File: src/rtl/wfc_pkg.sv
// Shared definitions for the gated PWM waveform combiner.
// Assumes: mode codes are three bits wide; codes other than the two listed are idle.
package wfc_pkg;
    localparam int MODE_W = 3;

    typedef enum logic [MODE_W-1:0] {
        MODE_PASS = 3'b000,
        MODE_CHOP = 3'b001
    } wfc_mode_e;
endpackage

File: src/rtl/wfc_cfg_reg.sv
// Configuration capture register.
// What it does: takes the mode code and the two per-channel masks each clock.
// Assumes: reset is synchronous and active low; the reset value is pass-through with all masks clear.
module wfc_cfg_reg
    import wfc_pkg::*;
#(
    parameter int NCH = 2
) (
    input  logic              clk,
    input  logic              rst_n,
    input  logic [MODE_W-1:0] mode_i,
    input  logic [NCH-1:0]    gate_en_i,
    input  logic [NCH-1:0]    pulse_en_i,
    output logic [MODE_W-1:0] mode_q,
    output logic [NCH-1:0]    gate_en_q,
    output logic [NCH-1:0]    pulse_en_q
);
    // Purpose: load the configuration, or force the pass-through default.
    always_ff @(posedge clk) begin
        if (!rst_n) begin
            mode_q     <= MODE_PASS;
            gate_en_q  <= '0;
            pulse_en_q <= '0;
        end else begin
            mode_q     <= mode_i;
            gate_en_q  <= gate_en_i;
            pulse_en_q <= pulse_en_i;
        end
    end

    // after a reset cycle the captured mode is pass-through.
    a_r1_cfg_reset_pass: assert property (@(posedge clk)
        !rst_n |=> (mode_q == MODE_PASS));
endmodule

File: src/rtl/wfc_chan.sv
// One output channel of the combiner.
// What it does: passes the compare wave through, chops it with the pulse train,
// or holds the output low, depending on the decoded mode. The result is registered.
// Assumes: at most one of chop_en and pass_en is set; both clear means idle.
module wfc_chan (
    input  logic clk,
    input  logic rst_n,
    input  logic chop_en,
    input  logic pass_en,
    input  logic apply_i,
    input  logic cmp_i,
    input  logic pulse_i,
    output logic wave_q
);
    logic wave_d;

    // Purpose: choose the next output level from the mode, the mask and the inputs.
    always_comb begin
        if (pass_en) begin
            wave_d = cmp_i;
        end else if (chop_en) begin
            wave_d = apply_i ? (cmp_i & pulse_i) : cmp_i;
        end else begin
            wave_d = 1'b0;
        end
    end

    // Purpose: register the output so that it cannot glitch.
    always_ff @(posedge clk) begin
        if (!rst_n) begin
            wave_q <= 1'b0;
        end else begin
            wave_q <= wave_d;
        end
    end

    // an output can be high only if its compare wave was high one cycle before.
    a_r6_wave_needs_cmp: assert property (@(posedge clk) disable iff (!rst_n)
        wave_q |-> $past(cmp_i));

    // a chopped channel is low after a pulse gap.
    a_r3_chop_gap_low: assert property (@(posedge clk) disable iff (!rst_n)
        (chop_en && apply_i && !pulse_i) |=> !wave_q);

    // an idle mode leaves the output low.
    a_r7_idle_low: assert property (@(posedge clk) disable iff (!rst_n)
        (!chop_en && !pass_en) |=> !wave_q);

    // an unchopped channel in chopper mode follows its compare wave.
    a_r4_unchopped_follow: assert property (@(posedge clk) disable iff (!rst_n)
        (chop_en && !apply_i) |=> (wave_q == $past(cmp_i)));
endmodule

File: src/rtl/wfc_gate.sv
// Gate request generator.
// What it does: ORs the enabled compare waves into one registered request for the
// pulse generator. The request is active only in chopper mode.
// Assumes: bit i of gate_en_i belongs to compare wave i.
module wfc_gate #(
    parameter int NCH = 2
) (
    input  logic           clk,
    input  logic           rst_n,
    input  logic           chop_en,
    input  logic [NCH-1:0] gate_en_i,
    input  logic [NCH-1:0] cmp_i,
    output logic           gate_q
);
    logic [NCH-1:0] src;
    logic           gate_d;

    // Purpose: mask each compare wave with its enable bit.
    generate
        for (genvar g = 0; g < NCH; g++) begin : g_src
            assign src[g] = gate_en_i[g] & cmp_i[g];
        end
    endgenerate

    // Purpose: form the request, which is active only in chopper mode.
    always_comb begin
        gate_d = chop_en & (|src);
    end

    // Purpose: register the request.
    always_ff @(posedge clk) begin
        if (!rst_n) begin
            gate_q <= 1'b0;
        end else begin
            gate_q <= gate_d;
        end
    end

    // outside chopper mode the gate is low one cycle later.
    a_r2_gate_low_nochop: assert property (@(posedge clk) disable iff (!rst_n)
        !chop_en |=> !gate_q);

    // a high gate traces back to an enabled, high compare wave.
    a_r5_gate_source: assert property (@(posedge clk) disable iff (!rst_n)
        gate_q |-> $past(|(gate_en_i & cmp_i)));

    // with both enables clear the gate stays low.
    a_r9_no_enable_low: assert property (@(posedge clk) disable iff (!rst_n)
        (gate_en_i == '0) |=> !gate_q);
endmodule

File: src/rtl/gated_pwm_combiner.sv
// Gated PWM waveform combiner, top level.
// What it does: registers the configuration, decodes the mode, and drives NCH
// channel units plus one gate unit that share the pulse train.
// Assumes: the inputs are synchronous to clk; reset is synchronous and active low.
module gated_pwm_combiner
    import wfc_pkg::*;
#(
    parameter int NCH = 2
) (
    input  logic              clk,
    input  logic              rst_n,
    input  logic [MODE_W-1:0] mode_i,
    input  logic [NCH-1:0]    gate_en_i,
    input  logic [NCH-1:0]    pulse_en_i,
    input  logic [NCH-1:0]    cmp_i,
    input  logic              pulse_i,
    output logic              gate_o,
    output logic [NCH-1:0]    wave_o
);
    logic [MODE_W-1:0] mode_q;
    logic [NCH-1:0]    gate_en_q;
    logic [NCH-1:0]    pulse_en_q;
    logic              chop_en;
    logic              pass_en;

    wfc_cfg_reg #(.NCH(NCH)) u_cfg (
        .clk        (clk),
        .rst_n      (rst_n),
        .mode_i     (mode_i),
        .gate_en_i  (gate_en_i),
        .pulse_en_i (pulse_en_i),
        .mode_q     (mode_q),
        .gate_en_q  (gate_en_q),
        .pulse_en_q (pulse_en_q)
    );

    // Purpose: decode the captured mode code into one-hot selects.
    always_comb begin
        chop_en = (mode_q == MODE_CHOP);
        pass_en = (mode_q == MODE_PASS);
    end

    generate
        for (genvar c = 0; c < NCH; c++) begin : g_chan
            wfc_chan u_chan (
                .clk     (clk),
                .rst_n   (rst_n),
                .chop_en (chop_en),
                .pass_en (pass_en),
                .apply_i (pulse_en_q[c]),
                .cmp_i   (cmp_i[c]),
                .pulse_i (pulse_i),
                .wave_q  (wave_o[c])
            );
        end
    endgenerate

    wfc_gate #(.NCH(NCH)) u_gate (
        .clk       (clk),
        .rst_n     (rst_n),
        .chop_en   (chop_en),
        .gate_en_i (gate_en_q),
        .cmp_i     (cmp_i),
        .gate_q    (gate_o)
    );

    // a reset cycle leaves the outputs and the gate low.
    a_r1_reset_quiet: assert property (@(posedge clk)
        !rst_n |=> (!gate_o && wave_o == '0));

    // in pass-through mode the outputs copy the compare waves one cycle later.
    a_r2_pass_copy: assert property (@(posedge clk) disable iff (!rst_n)
        pass_en |=> (wave_o == $past(cmp_i)));
endmodule

File: config.mk
export PLATFORM = sky130hd
export DESIGN_NAME = gated_pwm_combiner
export DESIGN_NICKNAME = d
export VERILOG_FILES = /design/src/rtl/wfc_pkg.sv /design/src/rtl/wfc_cfg_reg.sv /design/src/rtl/wfc_chan.sv /design/src/rtl/wfc_gate.sv /design/src/rtl/gated_pwm_combiner.sv
export SDC_FILE = /design/constraint.sdc
export NUM_CORES = 1
export LEC_CHECK = 0
export CAP_MARGIN = 20
export CELL_PAD_IN_SITES_DETAIL_PLACEMENT = 0
export CELL_PAD_IN_SITES_GLOBAL_PLACEMENT = 2
export CORE_MARGIN = 4
export CORE_UTILIZATION = 22
export CTS_CLUSTER_DIAMETER = 80
export DETAILED_ROUTE_END_ITERATION = 7
export PLACE_DENSITY = 0.81
export SLEW_MARGIN = 20
export SYNTH_ARGS = -nofsm -noshare
export SYNTH_HDL_FRONTEND = slang
export SYNTH_HIERARCHICAL = 1
export SYNTH_SLANG_ARGS = --single-unit
File: constraint.sdc
create_clock -name clk -period 1.1 [get_ports clk]
set_input_delay 0.11 -clock clk [delete_from_list [all_inputs] [get_ports clk]]
set_output_delay 0.11 -clock clk [all_outputs]
set_load 0.005 [all_outputs]
# Word-level counts from Yosys, hierarchy flattened

Index checks and enable logic that the tools add are counted.

Bitwise operators: 5
Eq/ne operators: 1
Reduce and logical (&&, ||, !) cells: 2
Mux-type cells: 6

Operators with widths:

| cell                                                             | count |
|---|---|
| 1-bit two-way mux                                                | 6 |
| 1-bit AND                                                        | 5 |
| 3-bit by 1-bit == test with 1-bit output (second input constant) | 1 |
| 3-bit zero test                                                  | 1 |
| 2-bit OR reduction                                               | 1 |

Output and inout bits: 3
Bits in registers: 10
Bits of input ports: 12

# Longest topological paths before layout

Gate-level depths: netlist of run 1.

Depth in word-level cells: 4
Gate-level depth with buffers: 3
Gate-level depth less buffers: 3

# Cells and area by module

Netlist of run 1, hierarchy kept.

By module, submodules not included:

| module             | area an instance (um^2) | times used | sequential area each (um^2) | cells each |
|---|---|---|---|---|
| wfc_cfg_reg        | 183.9                   | 1          | 140.1                       | 14 |
| wfc_chan           | 45.0                    | 2          | 20.0                        | 4 |
| wfc_gate           | 35.0                    | 1          | 20.0                        | 4 |
| gated_pwm_combiner | 22.5                    | 1          | 0.0                         | 2 |

# Worst setup path after synthesis of run 1

No wires, ideal clock.

Path type: reg-to-reg
Start: reg u_cfg.mode_q[2]
End: reg g_chan[0].u_chan.wave_q
Setup slack: 0.235 ns
Buffers on the path: 0
Clock period less this slack: 0.865 ns
Arrival time: 0.799 ns
Stages on the path, launching flop included: 4
Data required time: 1.034 ns
Path through: dfxtp_1 > nor3_2 > nor2_1 > a21oi_2

Elaborated cells between the ends (all ways): 4
Classes of those cells: eq/ne (1); mux (2); reduce/logical (1)

RTL lines:

| element                | line                     | RTL |
|---|---|---|
| from (decl)            | wfc_cfg_reg.sv:14        | `output logic [MODE_W-1:0] mode_q,` |
| from (signal assigned) | wfc_cfg_reg.sv:25        | `mode_q <= mode_i;` |
| 3-bit zero test        | gated_pwm_combiner.sv:40 | `pass_en = (mode_q == MODE_PASS);` |
| named net pass_en      | gated_pwm_combiner.sv:24 | `logic pass_en;` |
| 1-bit two-way mux      | wfc_chan.sv:19           | `if (pass_en) begin` |
| to (signal assigned)   | wfc_chan.sv:33           | `wave_q <= wave_d;` |
| to (decl)              | wfc_chan.sv:13           | `output logic wave_q` |

The timed path passes the listed nets, and every way through them passes these cells.
A chain may end at the register's enable or synchronous reset.

# Worst setup path in the final report of run 1

Start: reg u_cfg.mode_q[2]
End: reg g_chan[1].u_chan.wave_q

Elaborated cells between the ends (all ways): 4
Classes of those cells: eq/ne (1); mux (2); reduce/logical (1)

RTL lines:

| element              | line |
|---|---|
| 3-bit zero test      | gated_pwm_combiner.sv:40 |
| named net pass_en    | gated_pwm_combiner.sv:24 |
| 1-bit two-way mux    | wfc_chan.sv:19 |
| to (signal assigned) | wfc_chan.sv:33 |
| to (decl)            | wfc_chan.sv:13 |

The timed path passes the listed nets, and every way through them passes these cells.

==> results of run 1 <==
[synth_stat cells (all sizes together)]
library cell	n
a21oi	2
a22oi	1
and2	7
dfxtp	10
nand2	1
nor2	3
nor3	1
nor3b	1
o211ai	2
[logic make-up after synthesis]
family and after synthesis:
AND/OR/NAND/NOR 13, flip-flops 10, AO/OA/AOI/OAI 5
[power breakdown]
| group | internal [uW] | switching, uW | leakage [uW] |
|---|---|---|---|
| sequential | 380 | 7.51 | 0.0000828 |
| clock | 201 | 134 | 0.0000210 |
| combinational | 54.8 | 27.2 | 0.000110 |
| total | 636 | 168 | 0.000213 |
[worst reg2reg max path, stage by stage (launching register included)]
cell and delay [ns]:
dfxtp_1 0.32, nor3_2 0.33, nor2_1 0.09, a21oi_2 0.14
[metal layers]
layer / track usage / routed length, um / up-vias
met5: 0 / 0 / -
met4: 0.0663 / 17 / 0
met3: 0.0460 / 66 / 2
met2: 0.106 / 302 / 12
met1: 0.0621 / 210 / 115
li1: - / - / 130
[final timing paths]
kind / from / cells past startpoint / endpoint
max: u_cfg/mode_q[2] / 3 / g_chan[1].u_chan/wave_q
min: mode_i[1] / 2 / u_cfg/mode_q[1]
max reg2reg: u_cfg/mode_q[2] / 3 / g_chan[1].u_chan/wave_q
min reg2reg: u_cfg/pulse_en_q[0] / 1 / g_chan[0].u_chan/wave_q
[layout by cell type (no fill, tap or decap), drive strengths merged, types with 2 or more instances in the layout]
cell type      count
nor2               3
clkbuf             4
dlygate4sd2        3
and2               7
dfxtp             10
o211ai             2
clkdlybuf4s50     11
a21oi              2
[area by class of cell]
class / instances / area, um^2 / share of cell area
Clock buffer: 4 / 36.3 / 0.0694
Timing Repair Buffer: 14 / 136 / 0.261
Tap cell: 15 / 18.8 / 0.0359
Sequential cell: 10 / 200 / 0.383
Multi-Input combinational cell: 18 / 131 / 0.251
[state kept, by name (all words and copies together), names as in the netlist]
| signal | cells |
|---|---|
| u_cfg/mode_q | 3 |
| g_chan.u_chan/wave_q | 2 |
| u_cfg/gate_en_q | 2 |
| u_cfg/pulse_en_q | 2 |
| u_gate/gate_q | 1 |
[through the flow]
step / total power, uW / setup slack (ns) / util
after CTS: 812 / 0.159 / 0.383
after detailed placement: 483 / 0.0156 / 0.359
final: 805 / 0.162 / 0.383
after global routing: 838 / 0.114 / 0.383
after floorplan: 425 / 0.235 / -
after global placement: 481 / 0.0312 / 0.359
==> run metrics, run 1 <==
status=completed; # diodes=0; critical path's slowest cell=nor3_2; CTS tree=done; f_max=about 1.1 GHz; Total GRT Usage=0.0700; layout cell share with drive strength beyond 1=0.217; Residual DRC=0; WP data required=about 1.3 ns; pwr dens=1540 nW/um^2; post-CTS setup buffers=0; Leak Pwr=~0.00021 uW; Seq/Total Area, Yosys=0.604; max_cap viols=0; vias in the first global route=242; post-synthesis mux area share=0; DIE WIDTH=~47 um; clock transition at the registers of the reported paths=0.07 ns; post-synthesis simple-gate area fraction=0.245; H-Tree Depth=1; Max-slew headroom=0.781; total CTS buffers=3; largest net degree at the start of global routing=11; Tcrit/Tclk final=0.853; cell family with most CP delay=simple AND/OR/NAND/NOR gates; HP Class=input pin to flip-flop; Congestion Overflow GR=0; adder-cell share of the synthesized area=0; fin nets=59; Die Area=2190 um^2; Starting Density=0.243; detailed-route via count=between 200 and 300; Crit path arrival time=1.15 ns; Synth area leaders=dfxtp_1, and2_1, o211ai_2; initial antenna violation count=0; syn_nets=40; buffers and inverters on the worst path=0; final hold viol count=0; # setup viols final=0; critical path, cell by cell=nor3_2 > nor2_1 > a21oi_2; Yosys top cell area share=0.604; WL final=596 um; Worst-Skew Late Latency=about 0.27 ns; post-route design area=523 um^2; yosys warns=6; Synth Area per Inst=between 10 and 15 um^2; largest family of logic cells by synthesized area=simple AND/OR/NAND/NOR gates; # port buffers=14; post-route insts no fill=61; flops & latches, synth=10; critical path type=flip-flop to flip-flop; area delta synth->final=57.7%; cts hold-fix bufs=0; Pins Over Slew Limit=0; Top-Level Pins=15; Fill cells=147; leading area contributor after synthesis=dfxtp_1; CTS root buffer=clkbuf_4; Inst Count DP=between 50 and 60; GPL Wtd Cong=0.644; peak supply drop=426 uV; Worst Path Max Fanout=4; Final HPWL DP=468 um; post-CTS resize count=3; Critical Path Max Stage Delay=0.33 ns; Core Rows=13; register-to-register setup slack=roughly 0.16 ns; Min Hold Slack=0.402 ns; routed wire length per instance=9.77 um; Worst Tran Pin Value=0.326 ns; Setup Skew=0.00124 ns; first-pass GRT wire length=around 970 um; Placed Area=roughly 500 um^2; Iter 0 DRT Violations=2; Critical Path End Type=flip-flop; CTS Sinks=10; remaining antenna violation count=0; Core ar.=1370 um^2; Synth Instances=28; Pre-antenna DRT Iters=2; vias per cell=roughly 4.2; Post-Synth XOR/XNOR Area=0; Die Ht=46.8 um; number of library cell types mapped by synthesis=9; CP Launch Type=flip-flop; CTS Buffer Depth=2; complex-gate fraction of the synthesized area=0.151; setup repair after global routing missed its margin=no; cell area after synthesis=between 300 and 400 um^2; min Tclk post-route=about 0.94 ns; total negative slack=0 ns
Power figures use the tool's default switching activity.
==> run 2: changes to the inputs <==
--- a/config.mk
+++ b/config.mk
@@ -8,11 +8,13 @@
 export CAP_MARGIN = 20
 export CELL_PAD_IN_SITES_DETAIL_PLACEMENT = 0
 export CELL_PAD_IN_SITES_GLOBAL_PLACEMENT = 2
-export CORE_MARGIN = 4
-export CORE_UTILIZATION = 22
+export CORE_AREA = 4 4 41 43
 export CTS_CLUSTER_DIAMETER = 80
+export CTS_CLUSTER_SIZE = 10
 export DETAILED_ROUTE_END_ITERATION = 7
-export PLACE_DENSITY = 0.81
+export DIE_AREA = 0 0 45 47
+export DONT_BUFFER_PORTS = 1
+export PLACE_DENSITY = 0.65
 export SLEW_MARGIN = 20
 export SYNTH_ARGS = -nofsm -noshare
 export SYNTH_HDL_FRONTEND = slang
==> run 2 against run 1 <==
Effect of this change:
- critical path depth did not move
- register-to-register slack barely moved
- count of clock-buffer cells in the layout did not move
- first-iteration DRC count fell by 50%
- worst setup slack improved by 0.0016 ns
- largest cell class unchanged
==> run metrics, run 2 (same netlist as run 1, synthesis figures left out) <==
Congestion Overflow GR=0 (unchanged); routed wire length per instance=10.0 um (+2.5%); CTS root buffer=clkbuf_4; Leak Pwr=0.000189 uW (-12%); vias in the first global route=255 (+5.4%); CTS Buffer Depth=2 (unchanged); pwr dens=1590 nW/um^2 (+3.2%); Worst-Skew Late Latency=0.26 ns (about the same); CTS tree=done; # setup viols final=0 (unchanged); setup repair after global routing missed its margin=no; CP endpoint=g_chan[1].u_chan/wave_q; Worst Tran Pin Value=0.321 ns (-0.00530 ns); Top reg by flops=u_cfg/mode_q; Die Ht=47 um (+0.38%); Total GRT Usage=0.0745 (+0.00456); Largest register FFs=3 (unchanged); Reg2Reg Depth=3 (unchanged); min Tclk post-route=0.937 ns (-0.00164 ns); # port buffers=0 (-14); Final HPWL DP=438 um (-6.5%); # diodes=0 (unchanged); post-CTS setup buffers=0 (unchanged); HP Class=input pin to flip-flop; GPL Wtd Cong=0.606 (-5.9%); Max-slew headroom=0.785 (+0.00355); detailed-route via count=235 (-9.3%); Critical Path End Type=flip-flop; first-pass GRT wire length=1.04 mm (+7.8%); Worst Path Max Fanout=4 (unchanged); fin nets=55 (-6.8%); Core ar.=1300 um^2 (-4.8%); total negative slack=0 ns (unchanged); Core Rows=13 (unchanged); hold depth=2 (unchanged); clock transition at the registers of the reported paths=0.07 ns (about the same); Iter 0 DRT Violations=1 (-1); critical path type=flip-flop to flip-flop; Top-Level Pins=15 (unchanged); layout cell share with drive strength beyond 1=0.238 (+0.0207); remaining antenna violation count=0 (unchanged); vias per cell=4.12 (-2.9%); Crit path arrival time=1.14 ns (about the same); most frequent cells in the layout=dlygate4sd3_1, dfxtp_1, and2_1, clkbuf_4, nor2_1; r2r startpoint=u_cfg/mode_q[2]; Tcrit/Tclk final=0.852 (-0.00149); Residual DRC=0 (unchanged); area delta synth->final=46.8%; Starting Density=0.255 (+0.0121); max_cap viols=0 (unchanged); final hold viol count=0 (unchanged); WL final=571 um (-4.2%); Min Hold Slack=0.0147 ns (-0.388 ns); register-to-register setup slack=0.16 ns (about the same); crit path launch=u_cfg/mode_q[2]; post-CTS resize count=0 (-3); Power Total=772 uW (-4.0%); Pins Over Slew Limit=0 (unchanged); status=completed; CTS Sinks=10 (unchanged); f_max=1.07 GHz (+0.18%); DIE WIDTH=45 um (-3.9%); Setup Skew=0.00666 ns (+0.00542 ns); total CTS buffers=3 (unchanged); CP Launch Type=flip-flop; WP data required=1.30 ns (about the same); H-Tree Depth=1 (unchanged); initial antenna violation count=0 (unchanged); reg-to-reg critical path endpoint=g_chan[1].u_chan/wave_q; largest net degree at the start of global routing=11 (unchanged); peak supply drop=787 uV (+85%); cts hold-fix bufs=10 (+10); Die Area=2120 um^2 (-3.5%); Pre-antenna DRT Iters=2 (unchanged)
run 2: cell types whose count changed in the layout (fill, tap and decap cells not counted), sizes merged:
cell           before  now
clkdlybuf4s50      11    0
dlygate4sd2         3    0
dlygate4sd3         0   10
run 2: final cells by class:
| type | instances | area, um^2 |
|---|---|---|
| fill | 139 | 815 |
| sequential | 10 | 200 |
| multi-input combinational | 18 | 131 |
| timing repair buffer | 10 | 100 |
| clock buffer | 4 | 36.3 |
| tap | 15 | 18.8 |
run 2: metal layers:
layer	track usage	vias up	wire, um
li1	-	123	-
met1	0.0621	98	206
met2	0.116	12	274
met3	0.0651	2	78
met4	0.0526	0	12
met5	0	-	0
run 2: critical path, stage by stage, from the launching register on:
cell and delay (ns):
dfxtp_1 0.33, nor3_2 0.32, nor2_1 0.09, a21oi_2 0.14
run 2: through the flow:
stage / utilization / area, um^2 / worst slack (ns) / std cells
after floorplan: - / 332 / 0.235 / 28
after global placement: 0.269 / 350 / 0.176 / 43
after detailed placement: 0.269 / 350 / 0.166 / 43
after CTS: 0.374 / 487 / 0.150 / 57
after global routing: 0.374 / 487 / 0.0917 / 57
final: 0.374 / 487 / 0.163 / 57
run 2: where the power goes:
part | total (uW) | leakage, uW | internal (uW) | switching, uW
Clock | 320 | 0.0000210 | 201 | 119
Combinational | 63.4 | 0.0000850 | 40.6 | 22.8
Sequential | 389 | 0.0000828 | 380 | 9.10
run 2: worst min path at each step:
stage	startpoint	end	slack (ns)
after detailed placement	rst_n	u_cfg/gate_en_q[1]	0.24
after global routing	pulse_i	g_chan[0].u_chan/wave_q	0.01
after floorplan	rst_n	u_cfg/gate_en_q[0]	0.23
final	cmp_i[1]	u_gate/gate_q	0.01
after CTS	cmp_i[1]	u_gate/gate_q	0.005
after global placement	rst_n	u_cfg/gate_en_q[1]	0.23
